## src/rtl/wdog_pkg.sv

```systemverilog
package wdog_pkg;

  typedef enum logic [1:0] {
    ACT_NONE    = 2'd0,
    ACT_IRQ     = 2'd1,
    ACT_NMI     = 2'd2,
    ACT_CHIPRST = 2'd3
  } wdog_act_e;

  localparam int unsigned ACT_W     = 2;
  localparam int unsigned FLAG_BIT  = 31;

  typedef struct packed {
    logic      flag;
    wdog_act_e action;
  } wdog_ctrl_t;

  // Register word as seen on the bus for the control offset
  function automatic logic [31:0] ctrl_word(input wdog_ctrl_t c);
    logic [31:0] w;
    w = '0;
    w[FLAG_BIT]    = c.flag;
    w[ACT_W-1:0]   = c.action;
    return w;
  endfunction

endpackage

```

## src/rtl/wdog_load_sync.sv

```systemverilog
module wdog_load_sync #(
  parameter int unsigned WIDTH  = 32,
  parameter int unsigned STAGES = 2
) (
  input  logic             clk,
  input  logic             rst_n,
  input  logic             in_vld,
  input  logic [WIDTH-1:0] in_data,
  output logic             out_vld,
  output logic [WIDTH-1:0] out_data
);

  logic             vld_q  [STAGES];
  logic [WIDTH-1:0] data_q [STAGES];

  genvar g;
  generate
    for (g = 0; g < STAGES; g++) begin : g_stage
      if (g == 0) begin : g_first
        always_ff @(posedge clk or negedge rst_n) begin
          if (!rst_n) begin
            vld_q[g]  <= 1'b0;
            data_q[g] <= '0;
          end else begin
            vld_q[g]  <= in_vld;
            if (in_vld) data_q[g] <= in_data;
          end
        end
      end else begin : g_next
        always_ff @(posedge clk or negedge rst_n) begin
          if (!rst_n) begin
            vld_q[g]  <= 1'b0;
            data_q[g] <= '0;
          end else begin
            vld_q[g]  <= vld_q[g-1];
            if (vld_q[g-1]) data_q[g] <= data_q[g-1];
          end
        end
      end
    end
  endgenerate

  assign out_vld  = vld_q[STAGES-1];
  assign out_data = data_q[STAGES-1];

endmodule

```

## src/rtl/wdog_down_counter.sv

```systemverilog
module wdog_down_counter #(
  parameter int unsigned WIDTH = 32
) (
  input  logic             clk,
  input  logic             rst_n,
  input  logic             load,
  input  logic [WIDTH-1:0] load_val,
  output logic [WIDTH-1:0] count,
  output logic             expire
);

  function automatic logic [WIDTH-1:0] step(
    input logic [WIDTH-1:0] cur,
    input logic             ld,
    input logic [WIDTH-1:0] val
  );
    if (ld)              return val;
    else if (cur != '0)  return cur - WIDTH'(1);
    else                 return cur;
  endfunction

  function automatic logic hits_zero(input logic [WIDTH-1:0] cur, input logic ld);
    return !ld && (cur == WIDTH'(1));
  endfunction

  logic [WIDTH-1:0] cnt_q;

  always_ff @(posedge clk or negedge rst_n) begin
    if (!rst_n) cnt_q <= '0;
    else        cnt_q <= step(cnt_q, load, load_val);
  end

  assign count  = cnt_q;
  assign expire = hits_zero(cnt_q, load);

endmodule

```

## src/rtl/wdog_action_out.sv

```systemverilog
module wdog_action_out
  import wdog_pkg::*;
(
  input  logic      clk,
  input  logic      rst_n,
  input  wdog_act_e action,
  input  logic      expire,
  input  logic      reload,
  output logic      irq,
  output logic      nmi,
  output logic      rst_req,
  output logic      set_flag
);

  logic irq_q, nmi_q, rst_q;
  logic fire_irq, fire_nmi, fire_rst;

  assign fire_irq = expire && (action == ACT_IRQ);
  assign fire_nmi = expire && (action == ACT_NMI);
  assign fire_rst = expire && (action == ACT_CHIPRST);

  always_ff @(posedge clk or negedge rst_n) begin
    if (!rst_n) begin
      irq_q <= 1'b0;
      nmi_q <= 1'b0;
      rst_q <= 1'b0;
    end else begin
      if (reload)        irq_q <= 1'b0;
      else if (fire_irq) irq_q <= 1'b1;
      if (reload)        nmi_q <= 1'b0;
      else if (fire_nmi) nmi_q <= 1'b1;
      rst_q <= fire_rst;
    end
  end

  assign irq      = irq_q;
  assign nmi      = nmi_q;
  assign rst_req  = rst_q;
  assign set_flag = fire_rst;

endmodule

```

## src/rtl/wdog_ctrl_regs.sv

```systemverilog
module wdog_ctrl_regs
  import wdog_pkg::*;
#(
  parameter int unsigned DATA_W = 32
) (
  input  logic              clk,
  input  logic              rst_n,
  input  logic              por_n,
  input  logic              wr_ctrl,
  input  logic [DATA_W-1:0] wdata,
  input  logic              set_flag,
  output wdog_ctrl_t        ctrl
);

  wdog_act_e act_q;
  logic      flag_q;

  always_ff @(posedge clk or negedge rst_n) begin
    if (!rst_n)       act_q <= ACT_NONE;
    else if (wr_ctrl) act_q <= wdog_act_e'(wdata[ACT_W-1:0]);
  end

  // Sticky flag: only the power-on reset clears it
  always_ff @(posedge clk or negedge por_n) begin
    if (!por_n)        flag_q <= 1'b0;
    else if (set_flag) flag_q <= 1'b1;
  end

  assign ctrl.action = act_q;
  assign ctrl.flag   = flag_q;

endmodule

```

## src/rtl/wdog_action_timer.sv

```systemverilog
module wdog_action_timer
  import wdog_pkg::*;
#(
  parameter int unsigned ADDR_W      = 4,
  parameter int unsigned DATA_W      = 32,
  parameter int unsigned SYNC_STAGES = 2,
  parameter logic [ADDR_W-1:0] CTRL_OFS  = 4'h0,
  parameter logic [ADDR_W-1:0] TIMER_OFS = 4'h4
) (
  input  logic              clk,
  input  logic              rst_n,
  input  logic              por_n,
  input  logic [ADDR_W-1:0] bus_addr,
  input  logic              bus_wr,
  input  logic [DATA_W-1:0] bus_wdata,
  output logic [DATA_W-1:0] bus_rdata,
  output logic              irq,
  output logic              nmi,
  output logic              rst_req
);

  localparam int unsigned CNT_W = DATA_W;

  logic              sys_rst_n;
  logic              ctrl_sel, timer_sel;
  logic              load_commit;
  logic [CNT_W-1:0]  load_value;
  logic [CNT_W-1:0]  tick_cnt;
  logic              expire_evt;
  logic              flag_set;
  wdog_ctrl_t        ctrl_q;

  assign sys_rst_n = rst_n & por_n;
  assign ctrl_sel  = (bus_addr == CTRL_OFS);
  assign timer_sel = (bus_addr == TIMER_OFS);

  wdog_load_sync #(.WIDTH(CNT_W), .STAGES(SYNC_STAGES)) u_sync (
    .clk      (clk),
    .rst_n    (sys_rst_n),
    .in_vld   (bus_wr && timer_sel),
    .in_data  (bus_wdata),
    .out_vld  (load_commit),
    .out_data (load_value)
  );

  wdog_down_counter #(.WIDTH(CNT_W)) u_cnt (
    .clk      (clk),
    .rst_n    (sys_rst_n),
    .load     (load_commit),
    .load_val (load_value),
    .count    (tick_cnt),
    .expire   (expire_evt)
  );

  wdog_ctrl_regs #(.DATA_W(DATA_W)) u_regs (
    .clk      (clk),
    .rst_n    (sys_rst_n),
    .por_n    (por_n),
    .wr_ctrl  (bus_wr && ctrl_sel),
    .wdata    (bus_wdata),
    .set_flag (flag_set),
    .ctrl     (ctrl_q)
  );

  wdog_action_out u_act (
    .clk      (clk),
    .rst_n    (sys_rst_n),
    .action   (ctrl_q.action),
    .expire   (expire_evt),
    .reload   (load_commit),
    .irq      (irq),
    .nmi      (nmi),
    .rst_req  (rst_req),
    .set_flag (flag_set)
  );

  always_comb begin
    if (ctrl_sel)       bus_rdata = DATA_W'(ctrl_word(ctrl_q));
    else if (timer_sel) bus_rdata = DATA_W'(tick_cnt);
    else                bus_rdata = '0;
  end

endmodule

```

## config.mk

```make
export PLATFORM = sky130hd
export DESIGN_NAME = wdog_action_timer
export DESIGN_NICKNAME = d
export VERILOG_FILES = /design/src/rtl/wdog_pkg.sv /design/src/rtl/wdog_load_sync.sv /design/src/rtl/wdog_down_counter.sv /design/src/rtl/wdog_action_out.sv /design/src/rtl/wdog_ctrl_regs.sv /design/src/rtl/wdog_action_timer.sv
export SDC_FILE = /design/constraint.sdc
export NUM_CORES = 1
export LEC_CHECK = 0
export ABC_AREA = 1
export BUFFER_PORTS_ARGS = -buffer_cell sky130_fd_sc_hd__buf_4
export CAP_MARGIN = 20
export CORE_MARGIN = 10
export CORE_UTILIZATION = 42
export DETAILED_ROUTE_END_ITERATION = 8
export HOLD_SLACK_MARGIN = 0.15
export PLACE_DENSITY = 0.72
export REMOVE_ABC_BUFFERS = 1
export SLEW_MARGIN = 10
export SYNTH_ARGS = -nofsm -noshare
export SYNTH_HDL_FRONTEND = slang
export SYNTH_SLANG_ARGS = --single-unit
```

## constraint.sdc

```tcl
create_clock -name clk -period 4.21 [get_ports clk]
set_clock_uncertainty 0.2 [all_clocks]
set_input_delay 0.6315 -clock clk [delete_from_list [all_inputs] [get_ports clk]]
set_output_delay 0.6315 -clock clk [all_outputs]
set_load 0.03 [all_outputs]
```

==> results.yml, run 1 <==
timing:
  report.final.slew_viol_count: 0
  worst-slew-pin-transition_ns: 1.02
  final-hold-violation-count: 0
  setup_repair_after_global_routing_missed_its_margin: "false"
  slew_headroom_pct: 32.2
  final.setup.worst_slack_ns: 1.39
  timing.final.crit_share_pct: 67.1
  finalSetupTns_ns: 0
  clock.fmax_mhz: 354
  post-route-min-period_ns: 2.82
  setup_viol: 0
global_route:
  grt_most_used_layer: "met2"
  pin_count_of_the_biggest_net_entering_global_routing: 87
  met2_usage_pct: 27.0
  gr-usage-met1_pct: 20.2
  grt_overflow: 0
  global_route_wire_length_before_repair_mm: 21.6
  antenna_violations_before_repair: 0
  grtUsageMet3_pct: 3.14
  grt_pass1_vias: 4300
  grtUsageTotal_pct: 16.1
placement:
  port_buffers: 74
  placed_cell_area_mm2: 0.00569
  pre_cts_slack_ns: 1.16
  place_congestion: 0.913
  post-dp-hpwl_mm: 9.50
setup_path:
  crit_start_category: "input pin"
  arrival_ns: 1.99
  cp_max_fanout: 18
  critical_path.endpoint_type: "output pin"
  criticalPathCategory: "input pin to output pin"
  required_ns: 3.38
power:
  power.ir.vdd_worst_mv: 0.203
  cellPowerDensity_mw_per_mm2: 581
  p_leak_nw: 3.20
routing:
  avg_vias_per_cell: 4.87
  route.detailed.drc: 0
  drtPass1Iterations: 4
  dr_total_vias: 4188
  wl_per_cell_um: 15.1
  detailedRoute.firstIterationViolations: 359
  antenna_left: 0
  detail_route.wirelength_mm: 13.0
logic_synthesis:
  seq_area_frac_synth_pct: 51.9
  synth_cells: 638
  synth_enable_flop_cells: 0
  area_leader_netlist: "dfrtp_1"
  netlist.area_leader.share_pct: 51.9
  ys_warn_count: 0
  ys_async_sr_fraction_pct: 100
  synth_flop_cell: "dfrtp_1"
  avgSynthCellArea_um2: 7.85
  synth.distinct_cells: 22
  ys_ff_latch: 104
  summed_instance_area_of_the_synthesized_netlist_mm2: 0.00501
  synthTopCellsByArea: "dfrtp_1 52%, nand2_1 17%, nor2_1 6.7%"
  synth.cells.most_frequent: "232 x nand2_1, 104 x dfrtp_1, 90 x nor2_1, 66 x inv_1, 44 x o21ai_0"
  post-synth-top-count-cell: "nand2_1"
final_layout:
  insertedDiodeCount: 0
  final_nets: 754
  area.sequential_mm2: 0.00260
  final_layout_size_suffix_gt1_share_pct: 17.4
  number_of_filler_cells_placed_in_the_layout: 1118
  area_growth_syn_to_layout_pct: 21.1
  footprint_of_the_multi_input_gates_mm2: 0.00206
  fin_util_pct: 52.5
  finalInstanceArea_mm2: 0.00607
cts:
  tritoncts_num_sinks: 104
  insertion_delay_ns: 0.34
  total_setup_buffers_inserted_after_cts: 0
  clk_path_buf_depth: 2
  cts_tree: "yes"
  clk_transition_reported_paths_ns: 0.07
  cts-buffers-inserted: 9
  h-tree-depth: 3
  cts_root_buf: "clkbuf_16"
floorplan:
  core_area_mm2: 0.0116
  fp.dieArea_mm2: 0.0167
  die-width_um: 129
  io_pins: 75
  fp.dieH_um: 129
  initial_util_pct: 43.3
  num_rows: 39
worst_hold_path:
  hold_path_class: "input pin to async pin"
status:
  run_status: "completed"
flow_run:
  drv.max_cap_violation_count: 0
[where the power goes]
part,internal (mW),switching [mW]
sequential,1.27,0.223
combinational,0.412,0.783
clock,0.474,0.361
[cell usage in the layout (no fill, tap or decap)]
master           n
buf_8            1
nand2_1        232
nand3b_1         1
xor2_1          13
o22ai_1          3
buf_4           79
nand2_2          1
nor3_1           2
nand3_1         23
mux2_2          18
nor2_1          90
nor2_4           4
nor2_2           2
nand2_4          1
inv_1           65
buf_16           2
dfrtp_1        104
clkinv_2         4
o21ai_1          5
a21oi_1          1
inv_4            1
o21ai_0         44
clkbuf_8         1
clkinv_4         1
bufinv_16        1
clkbuf_16        9
dlygate4sd3_1    1
ha_1             2
nand4_1          6
[per-stage QoR]
stage / power (mW) / hold WS [ns] / instances
floorplan: 2.33 / 0.136 / 618
detailed placement: 2.70 / 0.214 / 840
global placement: 2.67 / 0.212 / 840
global route: 3.80 / 0.219 / 860
CTS: 3.55 / 0.268 / 857
finish: 3.52 / 0.172 / 860
[path summary, 6_finish.rpt]
path | slack, ns | end | from | cells after the start
setup / recovery | 1.39 | bus_rdata[18] | bus_addr[1] | 8
hold / removal | 0.17 | u_sync.data_q[62] | rst_n | 3
setup reg to reg | 2.02 | u_act.nmi | u_sync.out_vld | 7
hold reg to reg | 0.27 | u_regs.flag_q | u_regs.flag_q | 2
max in group asynchronous | 2.26 | u_sync.data_q[46] | por_n | 6
min in group clk | 0.27 | u_regs.flag_q | u_regs.flag_q | 2
[final cells by class]
type | count | area share (%)
Clock inverter | 6 | 0.969
Timing Repair Buffer | 83 | 11.1
Multi-Input combinational cell | 448 | 34.0
Clock buffer | 10 | 3.94
Sequential cell | 104 | 42.9
Inverter | 66 | 4.12
Tap cell | 143 | 2.95
[worst max-delay path, stage by stage]
cell	delay, ns
buf_4	0.11
nor2_1	0.09
inv_1	0.06
nor3_1	0.20
inv_1	0.33
buf_16	0.27
nor2_1	0.11
buf_4	0.18
[registers in the layout, indices dropped and copies added (netlist names)]
| register | cells |
|---|---|
| u_cnt.count | 32 |
| u_sync.data_q | 32 |
| u_sync.out_data | 32 |
| u_regs.act_q | 2 |
| u_act.irq | 1 |
| u_act.nmi | 1 |
| u_act.rst_req | 1 |
| u_regs.flag_q | 1 |
| u_sync.out_vld | 1 |
| u_sync.vld_q | 1 |
[per-layer routing]
metal,vias to the layer above,share of wire [%]
met2,92,47
li1,2114,-
met4,0,1.8
met1,1968,46
met5,-,0
met3,14,5.1
[cells by family (layout without fill, tap and decap cells)]
kind of cell / Yosys count / in the layout / synth area share [%]
AND/OR/NAND/NOR: 362 / 362 / 29.0
buffers and inverters: 86 / 165 / 6.84
XOR/XNOR: 13 / 13 / 2.27
flip-flops: 104 / 104 / 51.9
AO/OA/AOI/OAI: 53 / 53 / 5.37
multiplexers: 18 / 18 / 4.05
adder cells (fa/ha/maj): 2 / 2 / 0.499
[what timing repair did]
item                                   CTS  global route
hold buffers                             1             0
endpoints found under the hold margin    1             0
resized for setup                        0             0
setup endpoints to repair                0             0
No activity file was read; power rests on OpenSTA's default activity.
==> inputs of run 2 (changes only) <==
--- a/config.mk
+++ b/config.mk
@@ -5,7 +5,7 @@
 export SDC_FILE = /design/constraint.sdc
 export NUM_CORES = 1
 export LEC_CHECK = 0
-export ABC_AREA = 1
+export ABC_AREA = 0
 export BUFFER_PORTS_ARGS = -buffer_cell sky130_fd_sc_hd__buf_4
 export CAP_MARGIN = 20
 export CORE_MARGIN = 10
==> constraint.sdc (replaced) <==
create_clock -name clk -period 2.8 [get_ports clk]
set_clock_uncertainty 0.2 [all_clocks]
set_input_delay 0.42 -clock clk [delete_from_list [all_inputs] [get_ports clk]]
set_output_delay 0.42 -clock clk [all_outputs]
set_load 0.03 [all_outputs]
==> run 2 against run 1 <==
Die area fell by 4.1%. Largest cell class unchanged. Sequential share of layout area down 1.7 points. First-iteration DRC count fell by 56%. Highest routed layer unchanged. Clock power up 49%. Utilization rose by 5.1 points. Cell area up 4.1%. Sequential power is 50% higher. Via count is 15% lower. Global-route usage shrank 2.2 points. Combinational power is 4% higher.
==> results.yml, run 2 <==
status:
  run_status: "completed"
final_layout:
  number_of_filler_cells_placed_in_the_layout: 917
  area_growth_syn_to_layout_pct: 32.6
  insertedDiodeCount: 0
  final_nets: 576
  finalInstanceArea_mm2: 0.00632
  commonest_cells_after_routing_fill_and_taps_aside: "104 x buf_4, 104 x dfrtp_1, 66 x mux2_2"
  final_layout_size_suffix_gt1_share_pct: 36.5
routing:
  detailedRoute.firstIterationViolations: 157
  drtPass1Iterations: 4
  route.detailed.drc: 0
  detail_route.wirelength_mm: 11.1
  avg_vias_per_cell: 5.23
  wl_per_cell_um: 16.3
  antenna_left: 0
  dr_total_vias: 3553
logic_synthesis:
  ys_ff_latch: 104
  synth_cells: 407
  synth.cells.most_frequent: "104 x dfrtp_1, 66 x mux2_2, 31 x nand2_1, 30 x and2_1, 21 x clkbuf_1"
  ys_async_sr_fraction_pct: 100
  synthTopCellsByArea: "dfrtp_1 55%, mux2_2 16%, and2_1 3.9%"
  area_leader_netlist: "dfrtp_1"
  synth_flop_cell: "dfrtp_1"
  netlist.area_leader.share_pct: 54.6
  seq_area_frac_synth_pct: 54.6
  summed_instance_area_of_the_synthesized_netlist_mm2: 0.00477
  synth_enable_flop_cells: 0
  ys_warn_count: 0
  post-synth-top-count-cell: "dfrtp_1"
  synth.distinct_cells: 42
  avgSynthCellArea_um2: 11.7
setup_path:
  cp_max_fanout: 4
  required_ns: 2.82
  crit_path_top_delay_cell: "or4_4"
  cp-startpoint: "u_cnt.count[0]"
  crit_start_category: "flip-flop"
  arrival_ns: 2.75
  critical_path.reg2reg.endpoint: "u_cnt.count[22]"
  worst-r2r-setup-slack_ns: 0.07
  reg_to_reg_start: "u_cnt.count[0]"
  setup.worst_path.end: "u_cnt.count[22]"
  critical_path.endpoint_type: "flip-flop"
  rr_worst_depth: 7
  critical-path-max-stage-delay_ns: 0.47
  path_cells: "inv_2 -> ha_4 -> or4b_4 -> or4_4 -> or4_1 -> and3_1 -> a221o_1"
  criticalPathCategory: "flip-flop to flip-flop"
cts:
  insertion_delay_ns: 0.34
  h-tree-depth: 3
  cts_tree: "yes"
  tritoncts_num_sinks: 104
  clk_transition_reported_paths_ns: 0.07
  cts_root_buf: "clkbuf_16"
  cts-buffers-inserted: 9
  clk_path_buf_depth: 2
placement:
  port_buffers: 74
  pre_cts_slack_ns: 0.00587
  post-dp-hpwl_mm: 7.90
  place_congestion: 0.932
  placed_cell_area_mm2: 0.00563
global_route:
  antenna_violations_before_repair: 0
  grt_overflow: 0
  grt_pass1_vias: 3729
  grtUsageTotal_pct: 13.9
  global_route_wire_length_before_repair_mm: 18.6
  pin_count_of_the_biggest_net_entering_global_routing: 53
timing:
  finalSetupTns_ns: 0
  post-route-min-period_ns: 2.73
  slew_headroom_pct: 53.8
  setup_viol: 0
  timing.final.crit_share_pct: 97.4
  clock.fmax_mhz: 367
  final-hold-violation-count: 0
  report.final.slew_viol_count: 0
  worst-slew-pin-transition_ns: 0.693
  final.setup.worst_slack_ns: 0.0733
floorplan:
  num_rows: 38
  fp.dieArea_mm2: 0.0160
  fp.dieH_um: 127
  initial_util_pct: 43.4
  io_pins: 75
  die-width_um: 127
  core_area_mm2: 0.0110
power:
  power_frac_comb_pct: 26.4
  power.share.sequential_pct: 47.3
  cellPowerDensity_mw_per_mm2: 745
  power.ir.vdd_worst_mv: 0.312
  net-switching-power_mw: 1.41
  cellInternalPower_mw: 3.30
  p_leak_nw: 2.91
  pwr-share-clk_pct: 26.4
  sw_frac_of_total_pct: 29.9
worst_hold_path:
  hold_path_class: "input pin to async pin"
flow_run:
  drv.max_cap_violation_count: 0
-- run 2: cell count changes in the layout (fill, tap and decap cells not counted), sizes merged, moves of 23 or more --
cell	delta
and2	+30
buf	+23
dlygate4sd3	+33
inv	-58
mux2	+48
nand2	-203
nor2	-85
o21ai	-29
-- run 2: cell type report --
type | instances | area [um2] | area share [%]
repair buffers | 139 | 1140 | 18.1
inverters | 8 | 30.0 | 0.475
clock buffers | 12 | 246 | 3.90
multi-input cells | 272 | 2070 | 32.8
flip-flops and latches | 104 | 2600 | 41.2
well taps | 140 | 175 | 2.77
clock inverters | 4 | 53.8 | 0.851
-- run 2: metal layers --
metal	GRT usage [%]	part of all wire (%)	wire length (um)
met5	0	0	0
met4	6.03	2.1	232
met2	22.7	49	5430
met3	2.54	4.2	467
met1	17.6	45	4970
-- run 2: kinds of logic after synthesis --
logic type	after synthesis	synth area share [%]
AND/OR/NAND/NOR	136	16.1
flip-flops	104	54.6
multiplexers	68	16.0
AO/OA/AOI/OAI	45	6.30
buffers and inverters	31	2.63
XOR/XNOR	21	3.86
adder cells (fa/ha/maj)	2	0.525
-- run 2: power groups by stage --
stage | registers, mW | logic, mW | clock network (mW)
finish | 2.23 | 1.24 | 1.24
global route | 2.28 | 1.37 | 1.33
CTS | 2.22 | 1.21 | 1.27
detailed placement | 2.24 | 1.15 | 0
global placement | 2.22 | 1.11 | 0
floorplan | 2.16 | 0.760 | 0
-- run 2: per-stage QoR --
stage                     power [mW]  cells  hold WS (ns)  utilization [%]
after floorplan                 2.92    384       -0.0756                -
after global placement          3.34    626       0.00105             51.3
after detailed placement        3.40    626       0.00307             51.3
after CTS                       4.70    676         0.193             57.2
after global routing            4.99    679         0.209             57.5
final                           4.71    679         0.214             57.5
-- run 2: worst min path at each step --
stage               startpoint             to  depth (start not counted)
detailed placement       por_n  u_regs.flag_q                          1
floorplan                por_n  u_regs.flag_q                          0
finish                   por_n  u_regs.flag_q                          2
global placement         por_n  u_regs.flag_q                          1
global route             por_n  u_regs.flag_q                          2
CTS                      por_n  u_regs.flag_q                          2
-- run 2: repair_timing --
| item | 4_1_cts | 5_1_grt |
|---|---|---|
| buffers inserted | 0 | 3 |
| hold buffers | 34 | 0 |
| endpoints found under the setup margin | 2 | 4 |
| endpoints found under the hold margin | 85 | 0 |
| resized for setup | 3 | 3 |
| pin swaps | 0 | 0 |
-- run 2: worst max-delay path, delay by kind of cell, from the launching register on --
kind	cells	cell delay (ns)
simple gates	4	1.53
buf+inv	1	0.09
flops	1	0.40
compound gates	1	0.25
fa+ha+maj	1	0.14
==> inputs of run 3 (changes only) <==
--- a/config.mk
+++ b/config.mk
@@ -5,7 +5,7 @@
 export SDC_FILE = /design/constraint.sdc
 export NUM_CORES = 1
 export LEC_CHECK = 0
-export ABC_AREA = 0
+export ABC_AREA = 1
 export BUFFER_PORTS_ARGS = -buffer_cell sky130_fd_sc_hd__buf_4
 export CAP_MARGIN = 20
 export CORE_MARGIN = 10
==> run 3 against run 2 <==
Utilization shrank 2.7 points. First-iteration DRC count grew 94%. Flip-flop and latch count is the same. Register-to-register slack gained 0.58 ns. Cell area grew 0.42%. Critical endpoint is now bus_rdata[1].
==> results.yml, run 3 (synthesis results as in run 1) <==
final_layout:
  number_of_filler_cells_placed_in_the_layout: 1072
  insertedDiodeCount: 0
  final_common_cell: "nand2_1"
  final_nets: 785
  final_layout_size_suffix_gt1_share_pct: 16.6
  fin_util_pct: 54.9
  area_growth_syn_to_layout_pct: 26.6
  commonest_cells_after_routing_fill_and_taps_aside: "232 x nand2_1, 104 x dfrtp_1, 90 x nor2_1"
global_route:
  grt_overflow: 0
  grtUsageTotal_pct: 16.5
  antenna_violations_before_repair: 0
  grt_pass1_vias: 4484
  global_route_wire_length_before_repair_mm: 22.1
  pin_count_of_the_biggest_net_entering_global_routing: 48
floorplan:
  fp.dieH_um: 129
  num_rows: 39
  die-width_um: 129
  initial_util_pct: 43.3
  core_area_mm2: 0.0116
  fp.dieArea_mm2: 0.0167
  io_pins: 75
flow_run:
  drv.max_cap_violation_count: 0
routing:
  detailedRoute.firstIterationViolations: 304
  avg_vias_per_cell: 4.87
  antenna_left: 0
  dr_total_vias: 4343
  wl_per_cell_um: 14.6
  drtPass1Iterations: 5
  detail_route.wirelength_mm: 13.0
  route.detailed.drc: 0
power:
  cellPowerDensity_mw_per_mm2: 826
  p_leak_nw: 3.30
  power.ir.vdd_worst_mv: 0.415
placement:
  port_buffers: 74
  post-dp-hpwl_mm: 9.48
  place_congestion: 0.911
timing:
  finalSetupTns_ns: 0
  post-route-min-period_ns: 2.19
  slew_headroom_pct: 55.6
  worst-slew-pin-transition_ns: 0.664
  setup_repair_after_global_routing_missed_its_margin: "false"
  report.final.slew_viol_count: 0
  setup_viol: 0
  final-hold-violation-count: 0
  timing.final.crit_share_pct: 78.1
  clock.fmax_mhz: 457
cts:
  total_setup_buffers_inserted_after_cts: 0
  cts_root_buf: "clkbuf_16"
  cts_tree: "yes"
  cts-buffers-inserted: 9
  insertion_delay_ns: 0.35
  tritoncts_num_sinks: 104
  clk_path_buf_depth: 2
  h-tree-depth: 3
  clk_transition_reported_paths_ns: 0.06
status:
  run_status: "completed"
setup_path:
  cp_max_fanout: 32
  arrival_ns: 1.57
  criticalPathCategory: "input pin to output pin"
  required_ns: 2.18
  crit_start_category: "input pin"
  critical_path.endpoint_type: "output pin"
worst_hold_path:
  hold_path_class: "input pin to flip-flop"
-- run 3: cell types whose count changed in the layout (fill, tap and decap cells not counted), sizes merged, moves of 16 or more --
cell	change
nand2	+203
o21ai	+29
inv	+58
and2	-30
buf	-23
nand3	+20
mux2	-48
xnor2	-16
nor2	+85
-- run 3: per-stage QoR --
step | power (mW) | instances | hold slack (ns) | area, um2 | setup slack, ns
global placement | 4.00 | 843 | -0.000151 | 5750 | 0.635
detailed placement | 4.05 | 843 | 0.00232 | 5750 | 0.610
finish | 5.24 | 891 | 0.164 | 6340 | 0.613
floorplan | 3.50 | 618 | -0.0756 | 4910 | -0.560
global route | 5.67 | 891 | 0.174 | 6340 | 0.419
CTS | 5.28 | 891 | 0.153 | 6340 | 0.609
-- run 3: what timing repair did --
item / CTS / global route
hold buffers: 32 / 0
hold endpoints to repair: 76 / 0
resized for setup: 0 / 0
-- run 3: layer usage --
metal | up-vias | GRT usage [%] | routed length (um)
met5 | - | 0 | 0
met4 | 0 | 4.21 | 120
met3 | 9 | 5.18 | 721
met2 | 100 | 26.2 | 5970
met1 | 2063 | 21.4 | 6150
li1 | 2171 | - | -
-- run 3: path summary, 6_finish.rpt --
check	startpoint	end	slack [ns]	depth (start not counted)
setup / recovery	bus_addr[1]	bus_rdata[1]	0.61	8
hold / removal	bus_wdata[1]	u_sync.data_q[33]	0.16	3
setup reg to reg	u_cnt.count[0]	u_cnt.count[21]	0.65	9
hold reg to reg	u_sync.out_data[25]	u_cnt.count[25]	0.27	2
max in group asynchronous	por_n	u_cnt.count[13]	1.11	5
min in group asynchronous	por_n	u_regs.flag_q	0.18	2
-- run 3: critical path: stages --
cell	delay [ns]
buf_4	0.11
nor2_1	0.10
inv_1	0.06
nor3_1	0.17
inv_1	0.06
buf_4	0.25
o22ai_1	0.21
buf_4	0.19
-- run 3: layout make-up --
cell class | count | area [um2] | share of cell area (%)
repair buffers | 114 | 973 | 15.3
clock buffers | 11 | 243 | 3.83
clock inverters | 5 | 32.5 | 0.513
well taps | 143 | 179 | 2.82
inverters | 66 | 250 | 3.94
multi-input cells | 448 | 2060 | 32.5
flip-flops and latches | 104 | 2600 | 41.0
-- run 3: power by group --
| part | internal (mW) | switching (mW) | total (mW) |
|---|---|---|---|
| combinational | 0.645 | 1.18 | 1.83 |
| clock | 0.626 | 0.548 | 1.17 |
| sequential | 1.91 | 0.328 | 2.24 |
